`config.mk`:
```
export PLATFORM = sky130hd
export DESIGN_NAME = prescaled_wdt
export DESIGN_NICKNAME = d
export VERILOG_FILES = /design/src/rtl/wdt_pkg.sv /design/src/rtl/wdt_base_div.sv /design/src/rtl/wdt_prescaler.sv /design/src/rtl/wdt_key_seq.sv /design/src/rtl/wdt_tmo_counter.sv /design/src/rtl/prescaled_wdt.sv
export SDC_FILE = /design/constraint.sdc
export NUM_CORES = 1
export LEC_CHECK = 0
export ABC_CLOCK_PERIOD_IN_PS = 2500
export BUFFER_PORTS_ARGS = -buffer_cell sky130_fd_sc_hd__buf_2
export CORE_MARGIN = 2
export CORE_UTILIZATION = 55
export CTS_CLUSTER_SIZE = 20
export DETAILED_ROUTE_END_ITERATION = 6
export PLACE_DENSITY = 0.81
export SLEW_MARGIN = 20
export SYNTH_ARGS = -nofsm -noshare
export SYNTH_HDL_FRONTEND = slang
export SYNTH_SLANG_ARGS = --single-unit
```
`constraint.sdc`:
```
create_clock -name clk_i -period 2.5 [get_ports clk_i]
set_input_delay 0.25 -clock clk_i [delete_from_list [all_inputs] [get_ports clk_i]]
set_output_delay 0.25 -clock clk_i [all_outputs]
set_load 0.02 [all_outputs]
```
`src/rtl/wdt_pkg.sv`:
```
package wdt_pkg;

  localparam int unsigned SEL_W = 3;

  // Map a prescale select code to log2 of the divider.
  // Codes 000 and 001 both give 0 (divide by 1); 010..111 give 1..6.
  function automatic int unsigned div_log2(input logic [SEL_W-1:0] sel);
    if (sel[SEL_W-1:1] == '0) begin
      return 0;
    end
    return int'(sel) - 1;
  endfunction

  // Mask of the prescaler bits that must all be one for a divided tick.
  function automatic logic [15:0] div_mask(input logic [SEL_W-1:0] sel);
    logic [15:0] m;
    m = '0;
    for (int i = 0; i < 16; i++) begin
      if (i < int'(div_log2(sel))) begin
        m[i] = 1'b1;
      end
    end
    return m;
  endfunction

endpackage

```
`src/rtl/wdt_base_div.sv`:
```
module wdt_base_div #(
  parameter int unsigned DIV = 128
) (
  input  logic clk_i,
  input  logic rst_ni,
  input  logic hold_i,
  output logic tick_o
);
  localparam int unsigned CW = (DIV > 1) ? $clog2(DIV) : 1;
  localparam logic [CW-1:0] LAST = CW'(DIV - 1);

  logic [CW-1:0] cnt_q;
  logic          at_last;

  assign at_last = (cnt_q == LAST);
  assign tick_o  = at_last & ~hold_i;

  always_ff @(posedge clk_i or negedge rst_ni) begin
    if (!rst_ni) begin
      cnt_q <= '0;
    end else if (hold_i || at_last) begin
      cnt_q <= '0;
    end else begin
      cnt_q <= cnt_q + 1'b1;
    end
  end
endmodule

```
`src/rtl/wdt_prescaler.sv`:
```
module wdt_prescaler
  import wdt_pkg::*;
#(
  parameter int unsigned PRE_W = 6
) (
  input  logic             clk_i,
  input  logic             rst_ni,
  input  logic             hold_i,
  input  logic             base_tick_i,
  input  logic [SEL_W-1:0] sel_i,
  output logic             tick_o
);
  logic [PRE_W-1:0] cnt_q;
  logic [PRE_W-1:0] mask;

  assign mask   = PRE_W'(div_mask(sel_i));
  assign tick_o = base_tick_i & ~hold_i & ((cnt_q & mask) == mask);

  always_ff @(posedge clk_i or negedge rst_ni) begin
    if (!rst_ni) begin
      cnt_q <= '0;
    end else if (hold_i) begin
      cnt_q <= '0;
    end else if (base_tick_i) begin
      cnt_q <= cnt_q + 1'b1;
    end
  end
endmodule

```
`src/rtl/wdt_key_seq.sv`:
```
module wdt_key_seq #(
  parameter int unsigned     KEY_W    = 8,
  parameter logic [KEY_W-1:0] KEY_ARM  = 8'h55,
  parameter logic [KEY_W-1:0] KEY_FIRE = 8'hAA
) (
  input  logic             clk_i,
  input  logic             rst_ni,
  input  logic             wr_i,
  input  logic [KEY_W-1:0] data_i,
  output logic             clear_o
);
  logic armed_q;

  assign clear_o = wr_i & armed_q & (data_i == KEY_FIRE);

  always_ff @(posedge clk_i or negedge rst_ni) begin
    if (!rst_ni) begin
      armed_q <= 1'b0;
    end else if (clear_o) begin
      armed_q <= 1'b0;
    end else if (wr_i && data_i == KEY_ARM) begin
      armed_q <= 1'b1;
    end
  end
endmodule

```
`src/rtl/wdt_tmo_counter.sv`:
```
module wdt_tmo_counter #(
  parameter int unsigned CNT_W = 8
) (
  input  logic             clk_i,
  input  logic             rst_ni,
  input  logic             hold_i,
  input  logic             tick_i,
  output logic [CNT_W-1:0] count_o,
  output logic             wrap_o
);
  logic [CNT_W-1:0] cnt_q;

  assign count_o = cnt_q;
  assign wrap_o  = tick_i & ~hold_i & (&cnt_q);

  always_ff @(posedge clk_i or negedge rst_ni) begin
    if (!rst_ni) begin
      cnt_q <= '0;
    end else if (hold_i) begin
      cnt_q <= '0;
    end else if (tick_i) begin
      cnt_q <= cnt_q + 1'b1;
    end
  end
endmodule

```
`src/rtl/prescaled_wdt.sv`:
```
module prescaled_wdt
  import wdt_pkg::*;
#(
  parameter int unsigned      BASE_DIV = 128,
  parameter int unsigned      PRE_W    = 6,
  parameter int unsigned      CNT_W    = 8,
  parameter int unsigned      KEY_W    = 8,
  parameter logic [KEY_W-1:0] KEY_ARM  = 8'h55,
  parameter logic [KEY_W-1:0] KEY_FIRE = 8'hAA
) (
  input  logic             clk_i,
  input  logic             rst_ni,
  input  logic [2:0]       presc_sel_i,
  input  logic             key_wr_i,
  input  logic [KEY_W-1:0] key_data_i,
  input  logic             wd_off_i,
  input  logic             flag_wr_i,
  input  logic             flag_wr_data_i,
  output logic             rst_req_o,
  output logic             wd_flag_o
);
  // Named internal events for the checker.
  logic             key_clear;
  logic             hold;
  logic             base_tick;
  logic             div_tick;
  logic             wrap_evt;
  logic [CNT_W-1:0] tmo_count;
  logic             req_q;
  logic             flag_q;

  assign hold = wd_off_i | key_clear;

  wdt_key_seq #(
    .KEY_W   (KEY_W),
    .KEY_ARM (KEY_ARM),
    .KEY_FIRE(KEY_FIRE)
  ) u_key (
    .clk_i  (clk_i),
    .rst_ni (rst_ni),
    .wr_i   (key_wr_i),
    .data_i (key_data_i),
    .clear_o(key_clear)
  );

  wdt_base_div #(.DIV(BASE_DIV)) u_base (
    .clk_i (clk_i),
    .rst_ni(rst_ni),
    .hold_i(hold),
    .tick_o(base_tick)
  );

  wdt_prescaler #(.PRE_W(PRE_W)) u_pre (
    .clk_i      (clk_i),
    .rst_ni     (rst_ni),
    .hold_i     (hold),
    .base_tick_i(base_tick),
    .sel_i      (presc_sel_i),
    .tick_o     (div_tick)
  );

  wdt_tmo_counter #(.CNT_W(CNT_W)) u_cnt (
    .clk_i  (clk_i),
    .rst_ni (rst_ni),
    .hold_i (hold),
    .tick_i (div_tick),
    .count_o(tmo_count),
    .wrap_o (wrap_evt)
  );

  always_ff @(posedge clk_i or negedge rst_ni) begin
    if (!rst_ni) begin
      req_q  <= 1'b0;
      flag_q <= 1'b0;
    end else begin
      req_q <= wrap_evt;
      if (wrap_evt) begin
        flag_q <= 1'b1;
      end else if (flag_wr_i && flag_wr_data_i) begin
        flag_q <= 1'b0;
      end
    end
  end

  assign rst_req_o = req_q;
  assign wd_flag_o = flag_q;
endmodule

```
==> results of run 1 <==
[power breakdown]
group / leakage, nW / internal, W / switching, W
registers: 0.333 / 0.000393 / 0.00000445
logic: 0.299 / 0.0000238 / 0.0000345
clock network: 0.0279 / 0.000162 / 0.000117
total: 0.659 / 0.000579 / 0.000156
[Yosys cell counts, drive strengths merged]
master	instances	area share, %
nor4bb	2	1.5
dfrtp	24	46
a21oi	9	3.4
xor2	4	2.7
o41ai	1	1.2
nor4	1	0.48
or3	3	1.4
nor2	13	4.3
or2	1	0.67
o2111a	1	0.86
inv	6	1.7
a41oi	2	1.3
xnor2	5	3.3
nor4b	1	0.67
nor3	2	0.76
nand3	10	3.8
nand4	2	1.4
and3b	1	0.67
and3	3	1.4
ha	4	3.8
o21ai	8	3.0
o311ai	1	1.2
o211ai	2	2.2
o31ai	6	3.4
a41o	1	0.76
or4	6	3.4
buf	4	2.4
nand2	8	2.3
[cells in the final DEF (no fill, tap or decap), drive strengths merged]
cell type | netlist | final
nor2 | 13 | 13
inv | 6 | 6
dfrtp | 24 | 24
or4 | 6 | 6
or2 | 1 | 1
xor2 | 4 | 4
and3 | 3 | 3
or3 | 3 | 3
o2111a | 1 | 1
nand3 | 10 | 10
and3b | 1 | 1
o31ai | 6 | 6
o41ai | 1 | 1
xnor2 | 5 | 5
ha | 4 | 4
dlygate4sd3 | 0 | 1
a41o | 1 | 1
nand2 | 8 | 8
clkbuf | 0 | 3
nor4 | 1 | 1
o311ai | 1 | 1
nor3 | 2 | 2
o21ai | 8 | 8
o211ai | 2 | 2
a21oi | 9 | 9
nor4bb | 2 | 2
nor4b | 1 | 1
bufinv | 0 | 1
nand4 | 2 | 2
buf | 4 | 20
a41oi | 2 | 2
[per-layer routing]
metal / part of all wire, % / vias to the layer above / global-route usage, %
li1: - / 526 / -
met1: 41 / 569 / 24.2
met2: 56 / 22 / 41.5
met3: 2.4 / 4 / 3.67
met4: 0.96 / 0 / 6.84
met5: 0 / - / 0
[registers in the layout, indices dropped and copies added (netlist names)]
register,flops
rst_req_o,1
u_base.cnt_q,7
u_cnt.count_o,8
u_key.armed_q,1
u_pre.cnt_q,6
wd_flag_o,1
[per-stage QoR]
stage	instances	util (%)	worst slack [ns]
2_1_floorplan	131	-	0.724
3_3_place_gp	175	63.7	0.555
3_5_place_dp	175	63.7	0.411
4_1_cts	180	66.5	0.507
5_1_grt	180	66.5	0.331
6_report	180	66.5	0.531
[timing repair]
action | 4_1_cts | 5_1_grt
hold endpoints to repair | 24 | 0
hold buffers | 1 | 0
resized for setup | 0 | 0
[final timing paths]
| check | start | endpoint | slack [ns] | cells past startpoint |
|---|---|---|---|---|
| worst max-delay path | u_base.cnt_q[0] | u_cnt.count_o[7] | 0.53 | 6 |
| worst min-delay path | key_wr_i | u_key.armed_q | 0.15 | 2 |
| worst max register to register | u_base.cnt_q[0] | u_cnt.count_o[7] | 0.53 | 6 |
| worst min register to register | u_base.cnt_q[0] | u_base.cnt_q[0] | 0.47 | 1 |
| max in group asynchronous | rst_ni | u_pre.cnt_q[1] | 1.70 | 2 |
| min in group asynchronous | rst_ni | u_cnt.count_o[7] | 0.44 | 2 |
[final cells by class]
type	instances	area share [%]
Tap cell	28	2.36
Sequential cell	24	40.4
Inverter	6	1.52
Clock buffer	3	1.52
Clock inverter	1	2.02
Timing Repair Buffer	21	7.75
Multi-Input combinational cell	97	44.4
[cells by family after synthesis]
family / Yosys count
simple gates: 53
compound gates: 31
flops: 24
buf+inv: 10
xor+xnor: 9
fa+ha+maj: 4
==> qor.txt, run 1 <==
Reg area: 601 um2
Clock Latency Late Sink: 0.31 ns
post-synthesis sequential area ratio: 45.7%
Slew Limit Fails: 0
H-tree depth: 1
LEAKAGE: 0.659 nW
IO buf count: 18
Tightest Hold Check Type: in -> reg
P&R area growth vs syn: 13.0%
Yosys Warn Count: 0
Worst Path Arrival: 2.22 ns
WP buf/inv: 0
total vias in the final route: 1121
clock buffer depth: 2
Starting Density: 58.8%
Root Buffer: clkbuf_4
1st-iter DRT viols: 33
clk sinks: 24
critical path's top delay family: simple AND/OR/NAND/NOR gates
total negative slack: 0 ns
syn_area_per_cell: 10.0 um2
Peak VDD IR: 0.351 mV
num ports: 19
clock-pin slew on the worst setup and hold paths: 0.13 ns
worst slew pin tran: 0.532 ns
largest net degree at the start of global routing: 25
first-pass GRT wire length: 4440 um
Synth Area in Compound Gates: 17.5%
worst-path fanout max: 16
clock period minus worst slack: 1.97 ns
Setup crit end kind: flop
Max-slew headroom: 64.5%
maxcap violations: 0
synthesized cell area: 0.00131 mm2
diode count: 0
post-synthesis adder-cell area fraction: 3.81%
crit share post-route: 78.8%
Final Hold Slack: 0.150 ns
DIE AREA: 0.00280 mm2
final hold violations: 0
DRC Markers: 0
outcome: finished clean
GR Overflow Total: 0
Tot GR Track Use: 21.8%
final setup vio count: 0
CP peak stage delay: 0.55 ns
drt first pass iters: 4
WP data required: 2.75 ns
TritonCTS clock tree: yes
Achievable Freq: 508 MHz
PD cells: 495 mW/mm2
die width: 52.9 um
dpl hpwl: 1930 um
Placed Instance Area: 0.00142 mm2
slowest CP cell: or4_1
NumNets Final: 174
CP Launch Type: flop
Post-Syn Nets: 152
layout cells sized above 1: 19.7%
Placeable Area: 0.00223 mm2
simple-gate share of the synthesized area: 22.9%
routed wire length per instance: 14.5 um
critical path type: reg -> reg
Post-CTS Setup Inserts: 0
Multi-input gate area: 659 um2
number of vias per cell: 6.23
unrepaired setup endpoints after global routing: false
Num CTS Buffers: 3
xor/xnor share of the synthesized area: 6.00%
Die H: 52.9 um
fillers: 183
largest family of logic cells by synthesized area: simple AND/OR/NAND/NOR gates
Final Wtd Congestion: 0.766
row cnt: 17
synth unique cells: 33
Seq cells post-synth: 24
post-route ant nets: 0
Fin Clk Skew: 0.00450 ns
vias in the first global route: 1056
cells along the critical path: ha_1, nand2_1, nor2_4, o211ai_4, or4_1, a21oi_1
Total Power: 0.000736 W
Mapped Cells: 131
fin area: 0.00149 mm2
Post-Route WL: 2610 um
multiplexer area fraction after synthesis: 0%
initial antenna violation count: 0
Note: power is estimated with default switching activity, not from simulation.
==> run 2, diff against run 1 <==
ABC_CLOCK_PERIOD_IN_PS = 1900   (was 2500)
clock period = 1.9 ns   (was 2.5 ns; I/O delays follow)
==> qor.txt, run 2 (synthesis gave the netlist of run 1 again) <==
sequential power share: 53.9% (was 54.1%)
Die H: 52.9 um (unchanged)
Final Wtd Congestion: 0.745 (was 0.766)
P&R area growth vs syn: 20.2% (was 13.0%)
clk sinks: 24 (unchanged)
die width: 52.9 um (unchanged)
placed cell count: 178 (was 175)
TritonCTS clock tree: yes (unchanged)
maxcap violations: 0 (unchanged)
diode count: 0 (unchanged)
Fin Clk Skew: 0.0107 ns (was 0.00450 ns)
number of vias per cell: 6.03 (was 6.23)
NumNets Final: 185 (was 174)
initial antenna violation count: 0 (unchanged)
Hold EP: u_key.armed_q (unchanged)
Achievable Freq: 556 MHz (was 508 MHz)
WP buf/inv: 1 (was 0)
WHS Path Cells: 2 (unchanged)
cells along the critical path: nor3_1, o21ai_0, o311ai_2, buf_4, or4_1, a21oi_1 (was ha_1, nand2_1, nor2_4, o211ai_4, or4_1, a21oi_1)
H-tree depth: 1 (unchanged)
Setup crit end kind: flop (unchanged)
row cnt: 17 (unchanged)
Hold Crit Start: key_wr_i (unchanged)
CP Launch Type: flop (unchanged)
post-route ant nets: 0 (unchanged)
P_int: 0.000766 W (was 0.000579 W)
Slew Limit Fails: 0 (unchanged)
Clock Latency Late Sink: 0.31 ns (about the same)
DRC Markers: 0 (unchanged)
Comb power frac: 8.4% (was 7.9%)
drt first pass iters: 5 (was 4)
Worst Path Arrival: 2.04 ns (was 2.22 ns)
final setup vio count: 0 (unchanged)
Placeable Area: 0.00223 mm2 (unchanged)
Net Sw Power: 0.000206 W (was 0.000156 W)
FF-to-FF End: u_cnt.count_o[3] (was u_cnt.count_o[7])
WP data required: 2.14 ns (was 2.75 ns)
Num CTS Buffers: 3 (unchanged)
num ports: 19 (unchanged)
outcome: finished clean (unchanged)
Register-to-Register Path Depth: 6 (unchanged)
Peak VDD IR: 0.475 mV (was 0.351 mV)
clock period minus worst slack: 1.80 ns (was 1.97 ns)
DIE AREA: 0.00280 mm2 (unchanged)
slowest CP cell: or4_1 (unchanged)
1st-iter DRT viols: 32 (was 33)
clock share of power: 37.8% (was 38.0%)
Root Buffer: clkbuf_4 (unchanged)
clock buffer depth: 2 (unchanged)
worst slew pin tran: 0.534 ns (was 0.532 ns)
max FFs per register: 8 (unchanged)
Placed Instance Area: 0.00145 mm2 (was 0.00142 mm2)
fin area: 0.00158 mm2 (was 0.00149 mm2)
layout cells sized above 1: 27.0% (was 19.7%)
Total Power: 0.000972 W (was 0.000736 W)
Starting Density: 58.8% (unchanged)
critical path type: reg -> reg (unchanged)
CP peak stage delay: 0.48 ns (was 0.55 ns)
Tightest Hold Check Type: in -> reg (unchanged)
largest net degree at the start of global routing: 25 (unchanged)
total vias in the final route: 1152 (was 1121)
crit share post-route: 94.6% (was 78.8%)
R2R Path Start: u_pre.cnt_q[2] (was u_base.cnt_q[0])
final instance count without filler cells: 191 (was 180)
dpl hpwl: 1970 um (was 1930 um)
Post-Route WL: 2810 um (was 2610 um)
vias in the first global route: 1113 (was 1056)
worst-path fanout max: 16 (unchanged)
final hold violations: 0 (unchanged)
Max-slew headroom: 64.4% (was 64.5%)
GR Overflow Total: 0 (unchanged)
routed wire length per instance: 14.7 um (was 14.5 um)
Switching Fraction: 21.2% (was 21.3%)
most frequent cells in the layout: dfrtp_1, buf_2, nor2_1, buf_4, nand3_1 (was dfrtp_1, buf_2, nor2_1)
critical path's top delay family: simple AND/OR/NAND/NOR gates (unchanged)
first-pass GRT wire length: 4510 um (was 4440 um)
clock-pin slew on the worst setup and hold paths: 0.14 ns (was 0.13 ns)
Tot GR Track Use: 22.0% (was 21.8%)
reg-to-reg setup timing slack: 0.10 ns (was 0.53 ns)
IO buf count: 18 (unchanged)
LEAKAGE: 0.703 nW (was 0.659 nW)
PD cells: 616 mW/mm2 (was 495 mW/mm2)
leading cell type in the layout, fill and taps excluded: dfrtp_1 (unchanged)
run 2: repair_timing:
item / in CTS / in global routing
setup buffers: 0 / 7
hold buffers: 1 / 0
hold endpoints to repair: 24 / 0
gates resized for setup: 0 / 4
endpoints found under the setup margin: 0 / 8
run 2: worst max path at each step:
stage,cells past startpoint,end,startpoint
6_report,6,u_cnt.count_o[3],u_pre.cnt_q[2]
5_1_grt,6,u_cnt.count_o[6],u_pre.cnt_q[2]
4_1_cts,6,u_cnt.count_o[3],u_base.cnt_q[0]
3_5_place_dp,9,u_cnt.count_o[6],presc_sel_i[1]
3_3_place_gp,9,u_cnt.count_o[4],presc_sel_i[1]
2_1_floorplan,7,wd_flag_o,u_base.cnt_q[0]
run 2: final cells by class:
class / count / area, um2
clock buffers: 3 / 22.5
flip-flops and latches: 24 / 601
fillers: 180 / 654
clock inverters: 1 / 30.0
repair buffers: 31 / 190
inverters: 6 / 22.5
well taps: 28 / 35.0
multi-input cells: 98 / 678
run 2: routing by layer:
metal  up-vias  global-route usage [%]  wire (um)
li1        554                       -          -
met1       562                    24.5       1170
met2        30                    40.4       1520
met3         6                    3.95         79
met4         0                    9.40         47
met5         -                       0          0
run 2: stage by stage:
stage | TNS (ns) | util [%] | worst slack [ns] | hold WS [ns]
CTS | 0 | 67.5 | 0.0111 | 0.0886
floorplan | 0 | - | 0.141 | -0.106
global route | -0.0452 | 70.7 | -0.0243 | 0.103
global placement | 0 | 64.7 | 0.0232 | 0.185
detailed placement | -0.464 | 64.7 | -0.0892 | 0.194
finish | 0 | 70.7 | 0.102 | 0.102
run 2: power groups by stage:
stage / logic [W] / clock network (W) / registers (W)
final: 0.0000813 / 0.000367 / 0.000524
after global routing: 0.0000936 / 0.000397 / 0.000525
after CTS: 0.0000781 / 0.000372 / 0.000523
after detailed placement: 0.0000761 / 0 / 0.000533
after global placement: 0.0000712 / 0 / 0.000533
after floorplan: 0.0000384 / 0 / 0.000532
==> run 3, diff against run 2 <==
==> constraint.sdc (replaced) <==
create_clock -name clk_i -period 1.9 [get_ports clk_i]
set_input_delay 0.38 -clock clk_i [delete_from_list [all_inputs] [get_ports clk_i]]
set_output_delay 0.38 -clock clk_i [all_outputs]
set_load 0.02 [all_outputs]
==> qor.txt, run 3 (synthesis gave the netlist of run 1 again) <==
DIE AREA: 0.00280 mm2 (unchanged)
leading cell type in the layout, fill and taps excluded: dfrtp_1 (unchanged)
num ports: 19 (unchanged)
die width: 52.9 um (unchanged)
final hold violations: 0 (unchanged)
maxcap violations: 0 (unchanged)
post-route ant nets: 0 (unchanged)
final core occ: 67.7% (was 70.7%)
Total Power: 0.000824 W (was 0.000972 W)
number of vias per cell: 6.03 (about the same)
Placed Instance Area: 0.00148 mm2 (was 0.00145 mm2)
Die H: 52.9 um (unchanged)
Peak VDD IR: 0.398 mV (was 0.475 mV)
TritonCTS clock tree: yes (unchanged)
Worst Path Arrival: 2.08 ns (was 2.04 ns)
1st-iter DRT viols: 32 (unchanged)
Reg area: 601 um2 (unchanged)
Tot GR Track Use: 22.7% (was 22.0%)
critical path type: in -> reg (was reg -> reg)
crit share post-route: 96.9% (was 94.6%)
total vias in the final route: 1122 (was 1152)
max FFs per register: 8 (unchanged)
dpl hpwl: 2030 um (was 1970 um)
most frequent cells in the layout: dfrtp_1, buf_2, nor2_1 (was dfrtp_1, buf_2, nor2_1, buf_4, nand3_1)
WP data required: 2.14 ns (about the same)
IO buf count: 18 (unchanged)
largest net degree at the start of global routing: 25 (unchanged)
Num CTS Buffers: 3 (unchanged)
Slew Limit Fails: 0 (unchanged)
diode count: 0 (unchanged)
fillers: 175 (was 180)
Setup crit end kind: flop (unchanged)
PD cells: 545 mW/mm2 (was 616 mW/mm2)
worst slew pin tran: 0.531 ns (was 0.534 ns)
first-pass GRT wire length: 4610 um (was 4510 um)
Clock Latency Late Sink: 0.30 ns (was 0.31 ns)
clock buffer depth: 2 (unchanged)
GR Overflow Total: 0 (unchanged)
Final Wtd Congestion: 0.787 (was 0.745)
worst-path fanout max: 14 (was 16)
reg-to-reg setup timing slack: 0.09 ns (was 0.10 ns)
CP peak stage delay: 0.51 ns (was 0.48 ns)
final setup vio count: 0 (unchanged)
Fin Clk Skew: 0.000906 ns (was 0.0107 ns)
Max-slew headroom: 64.6% (was 64.4%)
clock period minus worst slack: 1.84 ns (was 1.80 ns)
fin area: 0.00151 mm2 (was 0.00158 mm2)
P&R area growth vs syn: 15.0% (was 20.2%)
LEAKAGE: 0.676 nW (was 0.703 nW)
layout cells sized above 1: 24.7% (was 27.0%)
vias in the first global route: 1141 (was 1113)
drt first pass iters: 4 (was 5)
Root Buffer: clkbuf_4 (unchanged)
Achievable Freq: 543 MHz (was 556 MHz)
Hold-fix buffers, CTS: 0 (was 1)
H-tree depth: 1 (unchanged)
Starting Density: 58.8% (unchanged)
outcome: finished clean (unchanged)
routed wire length per instance: 14.7 um (about the same)
CP Launch Type: input pin (was flop)
cells along the critical path: buf_2, inv_1, ha_1, o2111a_1, o311ai_2, buf_4, or4_1, a21oi_2 (was nor3_1, o21ai_0, o311ai_2, buf_4, or4_1, a21oi_1)
slowest CP cell: or4_1 (unchanged)
row cnt: 17 (unchanged)
Tightest Hold Check Type: in -> async (was in -> reg)
NumNets Final: 181 (was 185)
Post-Route WL: 2730 um (was 2810 um)
Placeable Area: 0.00223 mm2 (unchanged)
clock-pin slew on the worst setup and hold paths: 0.12 ns (was 0.14 ns)
clk sinks: 24 (unchanged)
DRC Markers: 0 (unchanged)
Multi-input gate area: 666 um2 (was 678 um2)
initial antenna violation count: 0 (unchanged)
-- run 3: changes by cell type in the layout (fill, tap and decap cells not counted), sizes merged --
cell | previous run | this run
buf | 30 | 28
o211ai | 3 | 2
bufinv | 1 | 0
dlygate4sd3 | 1 | 0
-- run 3: per-layer routing --
| layer | vias to the layer above | wire [um] | GRT usage [%] |
|---|---|---|---|
| met5 | - | 0 | 0 |
| met4 | 0 | 44 | 9.83 |
| met3 | 6 | 72 | 3.67 |
| met2 | 25 | 1470 | 42.5 |
| met1 | 553 | 1140 | 24.8 |
| li1 | 538 | - | - |
-- run 3: area by class of cell --
type                            count  share of cell area, %
Inverter                            6                   1.49
Timing Repair Buffer               28                   10.9
Clock buffer                        3                   1.49
Sequential cell                    24                   39.7
Multi-Input combinational cell     97                   44.0
Tap cell                           28                   2.32
-- run 3: final timing paths --
check	start	end	cells after the start
max	presc_sel_i[1]	u_cnt.count_o[6]	8
min	rst_ni	u_cnt.count_o[6]	1
max reg2reg	u_base.cnt_q[0]	u_cnt.count_o[6]	6
min reg2reg	wd_flag_o	wd_flag_o	2
max in group asynchronous	rst_ni	u_pre.cnt_q[4]	1
min in group clk_i	key_wr_i	u_key.armed_q	2
-- run 3: report_power, final --
group	switching, W	internal, W
clock network	0.000142	0.0000740
logic	0.0000477	0.0000371
registers	0.00000579	0.000518
total	0.000195	0.000629
-- run 3: what timing repair did --
action,CTS,global route
setup buffers,0,1
endpoints found under the setup margin,0,4
gates resized for setup,0,3
-- run 3: per-stage QoR --
stage	setup TNS, ns	hold WS (ns)	std cells	setup WS [ns]
floorplan	0	0.0844	131	0.0256
global placement	-0.980	0.381	182	-0.128
detailed placement	-1.74	0.394	182	-0.235
CTS	0	0.0453	185	0.0932
global route	-0.0261	0.0568	186	-0.0261
finish	0	0.0335	186	0.0595
-- run 3: critical path, delay by kind of cell --
kind	cells	cell delay, ns
AOI/OAI and AO/OA	3	0.57
adders and majority gates	1	0.31
buffers and inverters	3	0.32
and+or+nand+nor	1	0.51
